File: config.mk
export PLATFORM = sky130hd
export DESIGN_NAME = tsp_pipe
export DESIGN_NICKNAME = d
export VERILOG_FILES = /design/src/rtl/tsp_pkg.sv /design/src/rtl/tsp_celem.sv /design/src/rtl/tsp_delay.sv /design/src/rtl/tsp_stage.sv /design/src/rtl/tsp_pipe.sv
export SDC_FILE = /design/constraint.sdc
export NUM_CORES = 1
export LEC_CHECK = 0
export BUFFER_PORTS_ARGS = -buffer_cell sky130_fd_sc_hd__buf_2
export CELL_PAD_IN_SITES_DETAIL_PLACEMENT = 1
export CELL_PAD_IN_SITES_GLOBAL_PLACEMENT = 1
export CORE_UTILIZATION = 45
export CTS_CLUSTER_SIZE = 25
export DETAILED_ROUTE_END_ITERATION = 12
export PLACE_DENSITY_LB_ADDON = 0.12
export SYNTH_ARGS = -nofsm -noshare
export SYNTH_HDL_FRONTEND = slang
export SYNTH_SLANG_ARGS = --single-unit
File: constraint.sdc
create_clock -name clk -period 3.8 [get_ports clk]
set_input_delay 0.38 -clock clk [delete_from_list [all_inputs] [get_ports clk]]
set_output_delay 0.38 -clock clk [all_outputs]
set_load 0.02 [all_outputs]
File: src/rtl/tsp_pkg.sv
package tsp_pkg;
  typedef enum logic {
    OP_PASS = 1'b0,
    OP_INC  = 1'b1
  } stage_op_e;
endpackage

File: src/rtl/tsp_celem.sv
module tsp_celem #(
  parameter int N_IN = 2
) (
  input  logic            clk,
  input  logic            rst_n,
  input  logic [N_IN-1:0] ins,
  output logic            c_out
);
  logic c_q;

  always_ff @(posedge clk or negedge rst_n) begin
    if (!rst_n)                     c_q <= 1'b0;
    else if (ins == {N_IN{1'b1}})   c_q <= 1'b1;
    else if (ins == {N_IN{1'b0}})   c_q <= 1'b0;
  end

  assign c_out = c_q;


  celem_agree_chk: assert property (@(posedge clk) disable iff (!rst_n)
    (c_q != $past(c_q)) |-> ($past(ins) == {N_IN{c_q}}));
endmodule

File: src/rtl/tsp_delay.sv
module tsp_delay #(
  parameter int DLY = 1
) (
  input  logic clk,
  input  logic rst_n,
  input  logic d,
  output logic q
);
  logic taps [DLY+1];
  assign taps[0] = d;

  for (genvar g = 0; g < DLY; g++) begin : g_tap
    always_ff @(posedge clk or negedge rst_n) begin
      if (!rst_n) taps[g+1] <= 1'b0;
      else        taps[g+1] <= taps[g];
    end
  end

  assign q = taps[DLY];
endmodule

File: src/rtl/tsp_stage.sv
module tsp_stage #(
  parameter int                  W   = 8,
  parameter int                  DLY = 1,
  parameter tsp_pkg::stage_op_e  OP  = tsp_pkg::OP_INC
) (
  input  logic         clk,
  input  logic         rst_n,
  input  logic         req_in,
  input  logic [W-1:0] data_in,
  input  logic         done_next,
  output logic         done,
  output logic [W-1:0] data_out
);
  logic         req_late;
  logic         en;
  logic         done_q;
  logic [W-1:0] data_q;
  logic [W-1:0] logic_out;

  tsp_delay #(.DLY(DLY)) u_match (
    .clk(clk), .rst_n(rst_n), .d(req_in), .q(req_late)
  );

  if (OP == tsp_pkg::OP_INC) begin : g_inc
    assign logic_out = data_in + W'(1);
  end else begin : g_pass
    assign logic_out = data_in;
  end

  assign en = ~(done_q ^ done_next);

  always_ff @(posedge clk or negedge rst_n) begin
    if (!rst_n) begin
      done_q <= 1'b0;
      data_q <= '0;
    end else if (en) begin
      done_q <= req_late;
      data_q <= logic_out;
    end
  end

  assign done     = done_q;
  assign data_out = data_q;


  no_overrun_chk: assert property (@(posedge clk) disable iff (!rst_n)
    (done_q != $past(done_q)) |-> ($past(done_q) == $past(done_next)));


  hold_while_full_chk: assert property (@(posedge clk) disable iff (!rst_n)
    $past(done_q != done_next) |-> $stable(data_q));
endmodule

File: src/rtl/tsp_pipe.sv
module tsp_pipe #(
  parameter int                 W          = 8,
  parameter int                 NUM_STAGES = 4,
  parameter int                 MATCH_DLY  = 1,
  parameter tsp_pkg::stage_op_e OP         = tsp_pkg::OP_INC
) (
  input  logic         clk,
  input  logic         rst_n,
  input  logic         a_req,
  input  logic [W-1:0] a_data,
  output logic         a_ack,
  input  logic         b_req,
  input  logic [W-1:0] b_data,
  output logic         b_ack,
  output logic         x_req,
  output logic [W-1:0] x_data,
  input  logic         x_ack,
  output logic         y_req,
  output logic [W-1:0] y_data,
  input  logic         y_ack
);
  localparam int LAST = NUM_STAGES - 1;

  logic         join_c;
  logic         fork_c;
  logic         rq [NUM_STAGES];
  logic         dn [NUM_STAGES+1];
  logic [W-1:0] dv [NUM_STAGES+1];

  tsp_celem #(.N_IN(2)) u_join (
    .clk(clk), .rst_n(rst_n), .ins({b_req, a_req}), .c_out(join_c)
  );

  tsp_celem #(.N_IN(2)) u_fork (
    .clk(clk), .rst_n(rst_n), .ins({y_ack, x_ack}), .c_out(fork_c)
  );

  assign dv[0]          = a_data + b_data;
  assign dn[NUM_STAGES] = fork_c;

  for (genvar g = 0; g < NUM_STAGES; g++) begin : g_stage
    if (g == 0) begin : g_head
      assign rq[g] = join_c;
    end else begin : g_body
      assign rq[g] = dn[g-1];
    end
    tsp_stage #(.W(W), .DLY(MATCH_DLY), .OP(OP)) u_stage (
      .clk       (clk),
      .rst_n     (rst_n),
      .req_in    (rq[g]),
      .data_in   (dv[g]),
      .done_next (dn[g+1]),
      .done      (dn[g]),
      .data_out  (dv[g+1])
    );
  end

  assign a_ack  = dn[0];
  assign b_ack  = dn[0];
  assign x_req  = dn[LAST];
  assign y_req  = dn[LAST];
  assign x_data = dv[NUM_STAGES];
  assign y_data = dv[NUM_STAGES];


  join_both_chk: assert property (@(posedge clk) disable iff (!rst_n)
    (a_ack != $past(a_ack)) |->
      (($past(a_req) != $past(a_ack)) && ($past(b_req) != $past(a_ack))));


  fork_both_chk: assert property (@(posedge clk) disable iff (!rst_n)
    (x_req != $past(x_req)) |->
      (($past(x_ack) == $past(x_req)) && ($past(y_ack) == $past(x_req))));
endmodule

# Word-level counts from Yosys, hierarchy flattened
# Index checks and enable logic that the tools add are counted.
[word_totals]
reg_bits = 42
[op_classes]
n_addsub = 5
eq_ne = 2
muxes = 4
bitwise_logic = 4
reduce_logical = 4
[ops]
columns = ["cell", "count"]
rows = [
  ["adder 8 x 1 -> 8 bit, second input constant", 4],
  ["adder 8 bit", 1],
  ["== test 2 bit, second input constant", 2],
  ["logical NOT 2 bit", 2],
  ["two-way mux 1 bit", 4],
  ["nonzero test 2 bit", 2],
  ["bitwise XOR 1 bit", 4],
]

# Longest topological paths before layout
# Gate-level depths: netlist of run 1.
[depth]
ltp_word = 3
ltp_mapped = 7
mapped_depth_nobuf = 7

# Cells and area by module
# Synthesis of run 1 repeated with hierarchy kept, for this count alone.
[hier_totals]
hier_cells = 246
area_unflattened_um2 = 2343.5
[modules_own_cells]
columns = ["mod", "instances", "cells_per_inst", "area_each_um2"]
rows = [
  ["tsp_stage", 4, 46, 432.9],
  ["tsp_pipe", 1, 52, 406.6],
  ["tsp_celem", 2, 3, 52.6],
  ["tsp_delay", 4, 1, 25.0],
]

# Worst setup path after synthesis of run 1
# No wires, ideal clock.
[synth_timing]
kind = "input to register"
start = "input a_data[2]"
end = "register g_stage[0].u_stage.data_q[6]"
arrival_ps = 1623
required_time_ps = 3731
path_slack_ps = 2108
path_stages = 5
n_path_buf = 0
cell_sequence = "ha_1 -> nor2b_1 -> o31a_1 -> or4_1 -> nand3_1"
[synth_between]
elab_chain_cells = 2
[synth_rtl]
columns = ["element", "line", "source"]
rows = [
  ["from (decl)", "tsp_pipe.sv:10", "input logic [W-1:0] a_data,"],
  ["adder 8 bit", "tsp_pipe.sv:38", "assign dv[0] = a_data + b_data;"],
  ["adder 8 x 1 -> 8 bit", "tsp_stage.sv:25", "assign logic_out = data_in + W'(1);"],
  ["to (signal assigned)", "tsp_stage.sv:38", "data_q <= logic_out;"],
  ["to (decl)", "tsp_stage.sv:17", "logic [W-1:0] data_q;"],
]
# No other way between the ends.
# A chain may end at the register's enable or synchronous reset.

# Worst setup path in the final report of run 1
[layout_timing]
start = "register g_stage[1].u_stage.done (netlist name)"
end = "register g_stage[0].u_stage.data_q[7]"
[layout_between]
elab_chain_cells = 1
[layout_rtl]
columns = ["element", "line", "source"]
rows = [
  ["bitwise XOR 1 bit", "tsp_stage.sv:30", "assign en = ~(done_q ^ done_next);"],
]
# No other way between the ends.

==> results.md, run 1 <==
| Item | This run | Unit |
|:---|:---|:---|
| CTS root buffer | sky130_fd_sc_hd__clkbuf_8 | - |
| Synthesis-to-finish area growth | 10.34 | % |
| Worst EP arrival | 2220 | ps |
| Detailed-route vias per instance | 5.069 | - |
| Post-CTS Hold Fix Bufs | 0 | - |
| Top-Level Pins | 42 | - |
| Portion of total power attributed to sequential cells | 41.4 | % |
| Mean post-synth cell area | 9.785 | sq um |
| Buffers inserted during post-CTS setup optimization | 0 | - |
| Die outline area | 0.005512 | sq mm |
| NetSw | 877.8 | uW |
| Post-route DRC | 0 | - |
| Fraction of registers with async set/reset | 100.0 | % |
| Final Hold Fails | 0 | - |
| Num rows | 25 | - |
| Capturing element type of the critical path | flip-flop | - |
| First-pass DRT Iterations | 4 | - |
| Count of clock tree sinks | 42 | - |
| Clk slew on worst S/H paths | 70 | ps |
| Routed WL | 4035 | um |
| Number of diodes | 0 | - |
| Combinational group share of total power | 43.2 | % |
| Worst clock skew on the final layout | 2.980 | ps |
| Number of nets with antenna violations after routing | 0 | - |
| Final Critical Period | 2048 | ps |
| Port Buf Inserts | 41 | - |
| Clock latency reported for the late side of the worst-skew pair | 280 | ps |
| Fraction of the yosys area taken by sequential cells | 44.75 | % |
| Achievable clock frequency | 0.4882 | GHz |
| CTS buffer count | 5 | - |
| Worst setup path class | reg -> reg | - |
| Period utilisation layout | 53.90 | % |
| Flip-flop and latch count after synthesis | 42 | - |
| Status | complete, no violations | - |
| Initial antenna violation count | 0 | - |
| First DRT Iteration DRCs | 51 | - |
| Max VDD drop | 0.2684 | mV |
| Fraction of final layout cells with drive strength greater than 1 | 21.05 | % |
| H-Tree Depth | 2 | - |
| Number of global-route vias before repair | 1712 | - |
| Switching part of the total power | 41.70 | % |
| Vias after detailed routing | 1688 | - |
| Number of distinct library cell variants in the gate-level netlist after synthesis | 35 | - |
| Total Nets Final | 300 | - |
| Clock tree from TritonCTS | built | - |
| Count of synthesis-stage warnings from yosys | 0 | - |
| Aggregate global routing overflow | 0 | - |
| Final setup violating endpoints | 0 | - |
| Max-slew headroom | 40.09 | % |
| Placeable Area | 0.004880 | sq mm |
| Avg WL per Cell | 12.12 | um |
| Class of the tightest hold or removal check | in -> async | - |
| Half-perimeter wire length of the detailed placement result | 3123 | um |
| Global-route usage over all layers | 17.35 | % |
| Leakage | 1.203 | nW |
| Count of cells resized by post-cts repair | 0 | - |
| Internal portion of total power | 1.227 | mW |
| Number of pins with negative max-slew slack in the final report | 0 | - |
| Crit path required time | 3970 | ps |
| Part of the power in the clock network | 15.4 | % |
| Slew @ Worst Pin | 898.6 | ps |
| Gp weighted congestion | 0.7209 | - |
| Mapped Area | 0.002349 | sq mm |
| Largest fanout of any net on the critical path | 23 | - |
| Cells after synthesis | 240 | - |
| First-pass GRT wire length | 7355 | um |
| CP Launch Type | flip-flop | - |
| Clock Tree Buf Depth | 2 | - |
| Vertical die dimension | 74.24 | um |
| Initial cell density of the core | 48.13 | % |
| Max-cap check violation count | 0 | - |
| Largest net degree at the start of global routing | 43 | - |
| Ys flop type | sky130_fd_sc_hd__dfrtp_1 | - |
| PwrDens | 812.3 | mW/mm^2 |
| RSZ-0062 raised after global routing | false | - |
| Summed negative setup slack over all endpoints | 0 | ps |
| Count of flip-flops with a built-in enable after synthesis | 0 | - |
| Net count after synthesis | 275 | - |
| Horizontal die dimension | 74.24 | um |
| Minimum hold slack | 215.9 | ps |
## synthesized netlist by cell type, drive strengths merged (2+ instances only)
cell type | instances | area [sq um]
a211o | 2 | 17.52
o21ai | 30 | 150.1
ha | 12 | 150.1
nor3b | 3 | 22.52
a211oi | 3 | 22.52
xor2 | 17 | 156.4
buf | 21 | 152.6
nand3 | 16 | 80.08
xnor2 | 8 | 70.07
a21o | 2 | 15.01
clkbuf | 3 | 11.26
nand2b | 2 | 12.51
a21oi | 2 | 10.01
inv | 9 | 33.78
and3 | 4 | 25.02
mux2 | 5 | 56.30
maj3 | 3 | 30.03
dfrtp | 42 | 1051
nand2 | 34 | 127.6
nor4b | 2 | 17.52
nor2 | 6 | 22.52
nor3 | 3 | 15.01
or4 | 2 | 15.01
## layout make-up
| class | count | area (sq um) |
|---|---|---|
| well taps | 67 | 83.83 |
| clock buffers | 8 | 110.1 |
| inverters | 9 | 33.78 |
| multi-input cells | 165 | 1100 |
| flip-flops and latches | 42 | 1051 |
| fillers | 593 | 2288 |
| repair buffers | 42 | 212.7 |
## per-layer routing
layer / GRT usage (%) / up-vias / share of wire [%]
met5: 0 / - / 0
li1: - / 856 / -
met3: 3.252 / 5 / 3.1
met2: 33.23 / 35 / 53
met4: 5.660 / 0 / 1.5
met1: 19.20 / 792 / 42
## worst max-delay path, cell delays in order (launching register included)
cell and delay (ps):
sky130_fd_sc_hd__dfrtp_1 480, sky130_fd_sc_hd__xor2_2 730, sky130_fd_sc_hd__a2111oi_0 170, sky130_fd_sc_hd__a41oi_1 200
sky130_fd_sc_hd__or3b_1 350
## path summary, 6_finish.rpt
| path | start | end | slack, ps | cells past startpoint |
|---|---|---|---|---|
| setup / recovery | g_stage[1].u_stage.done$_DFFE_PN0N_ | g_stage[0].u_stage.data_out[7]$_DFFE_PN0N_ | 1750 | 4 |
| hold / removal | rst_n | g_stage[0].u_stage.data_out[0]$_DFFE_PN0N_ | 220 | 1 |
| setup reg to reg | g_stage[1].u_stage.done$_DFFE_PN0N_ | g_stage[0].u_stage.data_out[7]$_DFFE_PN0N_ | 1750 | 4 |
| hold reg to reg | u_join.c_out$_DFFE_PN0P_ | g_stage[0].u_stage.u_match.q$_DFF_PN0_ | 370 | 0 |
| max in group asynchronous | rst_n | u_fork.c_out$_DFFE_PN0P_ | 3020 | 1 |
| min in group clk | u_join.c_out$_DFFE_PN0P_ | g_stage[0].u_stage.u_match.q$_DFF_PN0_ | 370 | 0 |
## kinds of logic after synthesis
group / share of synthesized area (%)
AO/OA/AOI/OAI: 11.24
buffers and inverters: 8.418
AND/OR/NAND/NOR: 15.02
flip-flops: 44.75
multiplexers: 2.397
adder cells (fa/ha/maj): 8.524
XOR/XNOR: 9.643
## power by group through the flow
stage                     combinational (mW)  sequential [mW]  clock (mW)
after global routing                    1.06            0.913       0.359
after floorplan                        0.832            0.840           0
after CTS                              0.934            0.877       0.337
final                                  0.910            0.871       0.323
after detailed placement               0.928            0.886           0
after global placement                 0.905            0.870           0
## per-stage QoR
step	utilization [%]	instances	area (sq um)	total power [mW]	setup slack [ps]
after floorplan	-	240	2349	1.672	2108
after global placement	50.85	325	2481	1.775	1821
after detailed placement	50.85	325	2481	1.814	1748
after CTS	53.10	333	2591	2.149	1726
after global routing	53.10	333	2591	2.332	1583
final	53.10	333	2591	2.105	1752
## registers in the layout, summed over array words and instances, names as in the netlist
signal	flops
g_stage.u_stage.u_match.q	4
g_stage.u_stage.done	4
u_fork.c_out	1
u_join.c_out	1
g_stage.u_stage.data_out	32
## placed cells by master, fill, tap and decap left out, drive strengths merged, types with 2 or more instances in the layout
| master | count |
|---|---|
| clkbuf | 8 |
| a211o | 2 |
| xor2 | 17 |
| nor3b | 3 |
| o21ai | 30 |
| mux2 | 5 |
| maj3 | 3 |
| a211oi | 3 |
| nor4b | 2 |
| inv | 9 |
| nand2b | 2 |
| buf | 42 |
| nand3 | 16 |
| nand2 | 34 |
| nor3 | 3 |
| a21oi | 2 |
| or4 | 2 |
| and3 | 4 |
| xnor2 | 8 |
| ha | 12 |
| nor2 | 6 |
| dfrtp | 42 |
| a21o | 2 |
No activity file was read; power rests on OpenSTA's default activity.
==> run 2: changes to the inputs <==
--- a/config.mk
+++ b/config.mk
@@ -8,7 +8,7 @@
 export BUFFER_PORTS_ARGS = -buffer_cell sky130_fd_sc_hd__buf_2
 export CELL_PAD_IN_SITES_DETAIL_PLACEMENT = 1
 export CELL_PAD_IN_SITES_GLOBAL_PLACEMENT = 1
-export CORE_UTILIZATION = 45
+export CORE_UTILIZATION = 43
 export CTS_CLUSTER_SIZE = 25
 export DETAILED_ROUTE_END_ITERATION = 12
 export PLACE_DENSITY_LB_ADDON = 0.12
==> constraint.sdc (replaced) <==
create_clock -name clk -period 1.9 [get_ports clk]
set_input_delay 0.19 -clock clk [delete_from_list [all_inputs] [get_ports clk]]
set_output_delay 0.19 -clock clk [all_outputs]
set_load 0.02 [all_outputs]
==> run 2 against run 1 <==
Sequential share of layout area fell by 0.62 points; fmax rose by 28%; core utilization down 2.2 points; final area rose by 1.5%; sequential power rose by 100%; non-clock buffer count grew 7; first-iteration DRC count shrank 31%; clock power grew 77%; clock skew grew 1.8 ps; largest power group unchanged; combinational power rose by 110%.
==> results.md, run 2 (same netlist as run 1, synthesis figures left out) <==
| Item | This run | Unit | vs previous |
|:---|:---|:---|:---|
| Status | complete, no violations | - |  |
| Non-Filler Instances | 343 | - | +3.0% |
| Portion of total power attributed to sequential cells | 40.9 | % | -0.5 points |
| Vias after detailed routing | 1695 | - | +0.41% |
| Leakage | 1.226 | nW | +1.9% |
| Number of cells on the worst hold path | 3 | - |  |
| NetSw | 1.779 | mW | +100% |
| Post-route standard cell area excluding fillers | 0.002631 | sq mm | +1.5% |
| First-pass DRT Iterations | 4 | - | unchanged |
| Placement-stage worst setup slack | 151.1 | ps | -1597 ps |
| Maximum cell stage delay along the critical path | 510 | ps | -220 ps |
| Startpoint of the most critical hold path | b_req | - |  |
| Detailed-route vias per instance | 4.942 | - | -2.5% |
| Clk slew on worst S/H paths | 70 | ps | about the same |
| RSZ-0062 raised after global routing | false | - |  |
| Largest fanout of any net on the critical path | 20 | - | -13% |
| Setup slack of the critical path after layout | 301.8 | ps | -1450 ps |
| Critical path origin | g_stage[1].u_stage.done$_DFFE_PN0N_ | - |  |
| Cells traversed along the worst timing path | xor2_2 -> buf_4 -> or4_1 -> nand3_1 | - |  |
| Synthesis-to-finish area growth | 12.04 | % |  |
| Combinational group share of total power | 45.7 | % | +2.5 points |
| Final Hold Fails | 0 | - | unchanged |
| Placed cell area | 0.002530 | sq mm | +2.0% |
| Initial cell density of the core | 45.40 | % | -2.7 points |
| Max VDD drop | 0.4650 | mV | +73% |
| Worst r2r src | g_stage[1].u_stage.done$_DFFE_PN0N_ | - |  |
| Vertical die dimension | 75.90 | um | +2.2% |
| CTS root buffer | sky130_fd_sc_hd__clkbuf_8 | - |  |
| First-pass GRT wire length | 7714 | um | +4.9% |
| Max reg flops | 32 | - | unchanged |
| Crit path required time | 2120 | ps | -1850 ps |
| Number of pins with negative max-slew slack in the final report | 0 | - | unchanged |
| Largest net degree at the start of global routing | 43 | - | unchanged |
| Max-cap check violation count | 0 | - | unchanged |
| Horizontal die dimension | 75.90 | um | +2.2% |
| Overall power | 4.251 | mW | +100% |
| PwrDens | 1615 | mW/mm^2 | +99% |
| Worst setup path class | reg -> reg | - |  |
| Clock Tree Buf Depth | 2 | - | unchanged |
| Achievable clock frequency | 0.6257 | GHz | +28% |
| Number of instances in the placed design | 334 | - | +2.8% |
| Final setup violating endpoints | 0 | - | unchanged |
| H-Tree Depth | 2 | - | unchanged |
| Minimum hold slack | 269.3 | ps | +53.41 ps |
| CTS buffer count | 5 | - | unchanged |
| Worst clock skew on the final layout | 4.808 | ps | +1.828 ps |
| Total Nets Final | 307 | - | +2.3% |
| Internal portion of total power | 2.472 | mW | +100% |
| Number of global-route vias before repair | 1744 | - | +1.9% |
| Count of clock tree sinks | 42 | - | unchanged |
| Port Buf Inserts | 41 | - | unchanged |
| Placeable Area | 0.005172 | sq mm | +6.0% |
| Class of the tightest hold or removal check | in -> reg | - |  |
| Fraction of final layout cells with drive strength greater than 1 | 22.34 | % | +1.3 points |
| Gp weighted congestion | 0.6991 | - | -3.0% |
| GR peak layer | met2 | - |  |
| Die outline area | 0.005761 | sq mm | +4.5% |
| Met3 capacity usage during global routing | 3.373 | % | +0.12 points |
| Buffers inserted during post-CTS setup optimization | 0 | - | unchanged |
| Leading cell type in the layout, fill and taps excluded | sky130_fd_sc_hd__dfrtp_1 | - |  |
| Switching part of the total power | 41.84 | % | +0.14 points |
| CP Launch Type | flip-flop | - |  |
| Count of filler cells inserted in the layout | 622 | - | +4.9% |
| Critical-path top delay cell | sky130_fd_sc_hd__or4_1 | - |  |
| Summed negative setup slack over all endpoints | 0 | ps | unchanged |
| Final Critical Period | 1598 | ps | -450.0 ps |
| Number of diodes | 0 | - | unchanged |
| Avg WL per Cell | 12.08 | um | -0.34% |
| Global-route usage over all layers | 16.65 | % | -0.70 points |
| Routed WL | 4142 | um | +2.7% |
| Max-slew headroom | 64.42 | % | +24 points |
| Clock tree from TritonCTS | built | - |  |
| Number of nets with antenna violations after routing | 0 | - | unchanged |
| Grt met2 use | 31.55 | % | -1.7 points |
| Critical path endpoint | g_stage[0].u_stage.data_out[5]$_DFFE_PN0N_ | - |  |
| Num rows | 26 | - | +4.0% |
| Initial antenna violation count | 0 | - | unchanged |
| Worst-case reg-to-reg path depth | 4 | - | unchanged |
| Commonest cells after routing, fill and taps aside | sky130_fd_sc_hd__dfrtp_1 (42), sky130_fd_sc_hd__buf_2 (41), sky130_fd_sc_hd__nand2_1 (34) | - |  |
| Capturing element type of the critical path | flip-flop | - |  |
| Worst reg2reg setup slack | 300 | ps | -1450 ps |
| Met1 Resource Use GR | 18.22 | % | -0.98 points |
| Count of cells resized by post-cts repair | 0 | - | unchanged |
| Period utilisation layout | 84.12 | % | +30 points |
| Post-route DRC | 0 | - | unchanged |
| Part of the power in the clock network | 13.4 | % | -2.0 points |
| Half-perimeter wire length of the detailed placement result | 3264 | um | +4.5% |
| Top-Level Pins | 42 | - | unchanged |
| Clock latency reported for the late side of the worst-skew pair | 280 | ps | about the same |
| First DRT Iteration DRCs | 35 | - | -31% |
| Critical register-to-register path endpoint | g_stage[0].u_stage.data_out[5]$_DFFE_PN0N_ | - |  |
| Aggregate global routing overflow | 0 | - | unchanged |
| Slew @ Worst Pin | 533.7 | ps | -364.9 ps |
| Final standard cell utilization of the core | 50.87 | % | -2.2 points |
| Worst EP arrival | 1820 | ps | -400 ps |
## run 2: cell type report
type                       count  area, sq um  share of cell area, %
clock buffer                   7        86.33                  3.281
multi-input combinational    165         1100                  41.80
sequential                    42         1051                  39.94
inverter                       9        33.78                  1.284
timing repair buffer          49        267.8                  10.18
clock inverter                 1        5.005                 0.1902
tap                           70        87.58                  3.329
## run 2: worst max-delay path, delay by kind of cell (launching register included)
kind | cells | cell delay (ps)
xor+xnor | 1 | 230
buf+inv | 1 | 220
flops | 1 | 470
simple gates | 2 | 600
## run 2: repair_timing
| action | CTS | global route |
|---|---|---|
| endpoints found under the hold margin | 42 | 0 |
| setup endpoints to repair | 0 | 0 |
| hold buffers | 1 | 0 |
## run 2: power by group through the flow
stage / clock network, mW / registers, mW / logic (mW)
2_1_floorplan: 0 / 1.68 / 1.66
3_3_place_gp: 0 / 1.73 / 1.94
3_5_place_dp: 0 / 1.77 / 1.98
4_1_cts: 0.602 / 1.75 / 1.99
5_1_grt: 0.645 / 1.82 / 2.22
6_report: 0.571 / 1.74 / 1.94
## run 2: how the worst min path moves through the flow
stage / endpoint / slack (ps)
3_5_place_dp: g_stage[0].u_stage.data_out[1]$_DFFE_PN0N_ / 300
6_report: u_join.c_out$_DFFE_PN0P_ / 270
4_1_cts: u_join.c_out$_DFFE_PN0P_ / 260
5_1_grt: u_join.c_out$_DFFE_PN0P_ / 260
3_3_place_gp: g_stage[0].u_stage.data_out[1]$_DFFE_PN0N_ / 290
2_1_floorplan: g_stage[0].u_stage.data_out[0]$_DFFE_PN0N_ / -110
## run 2: per-layer routing
layer  routed length (um)  share of wire, %  up-vias
li1                     -                 -      867
met1                 1697                41      783
met2                 2238                54       39
met3                  133               3.2        6
met4                   72               1.7        0
met5                    0                 0        -
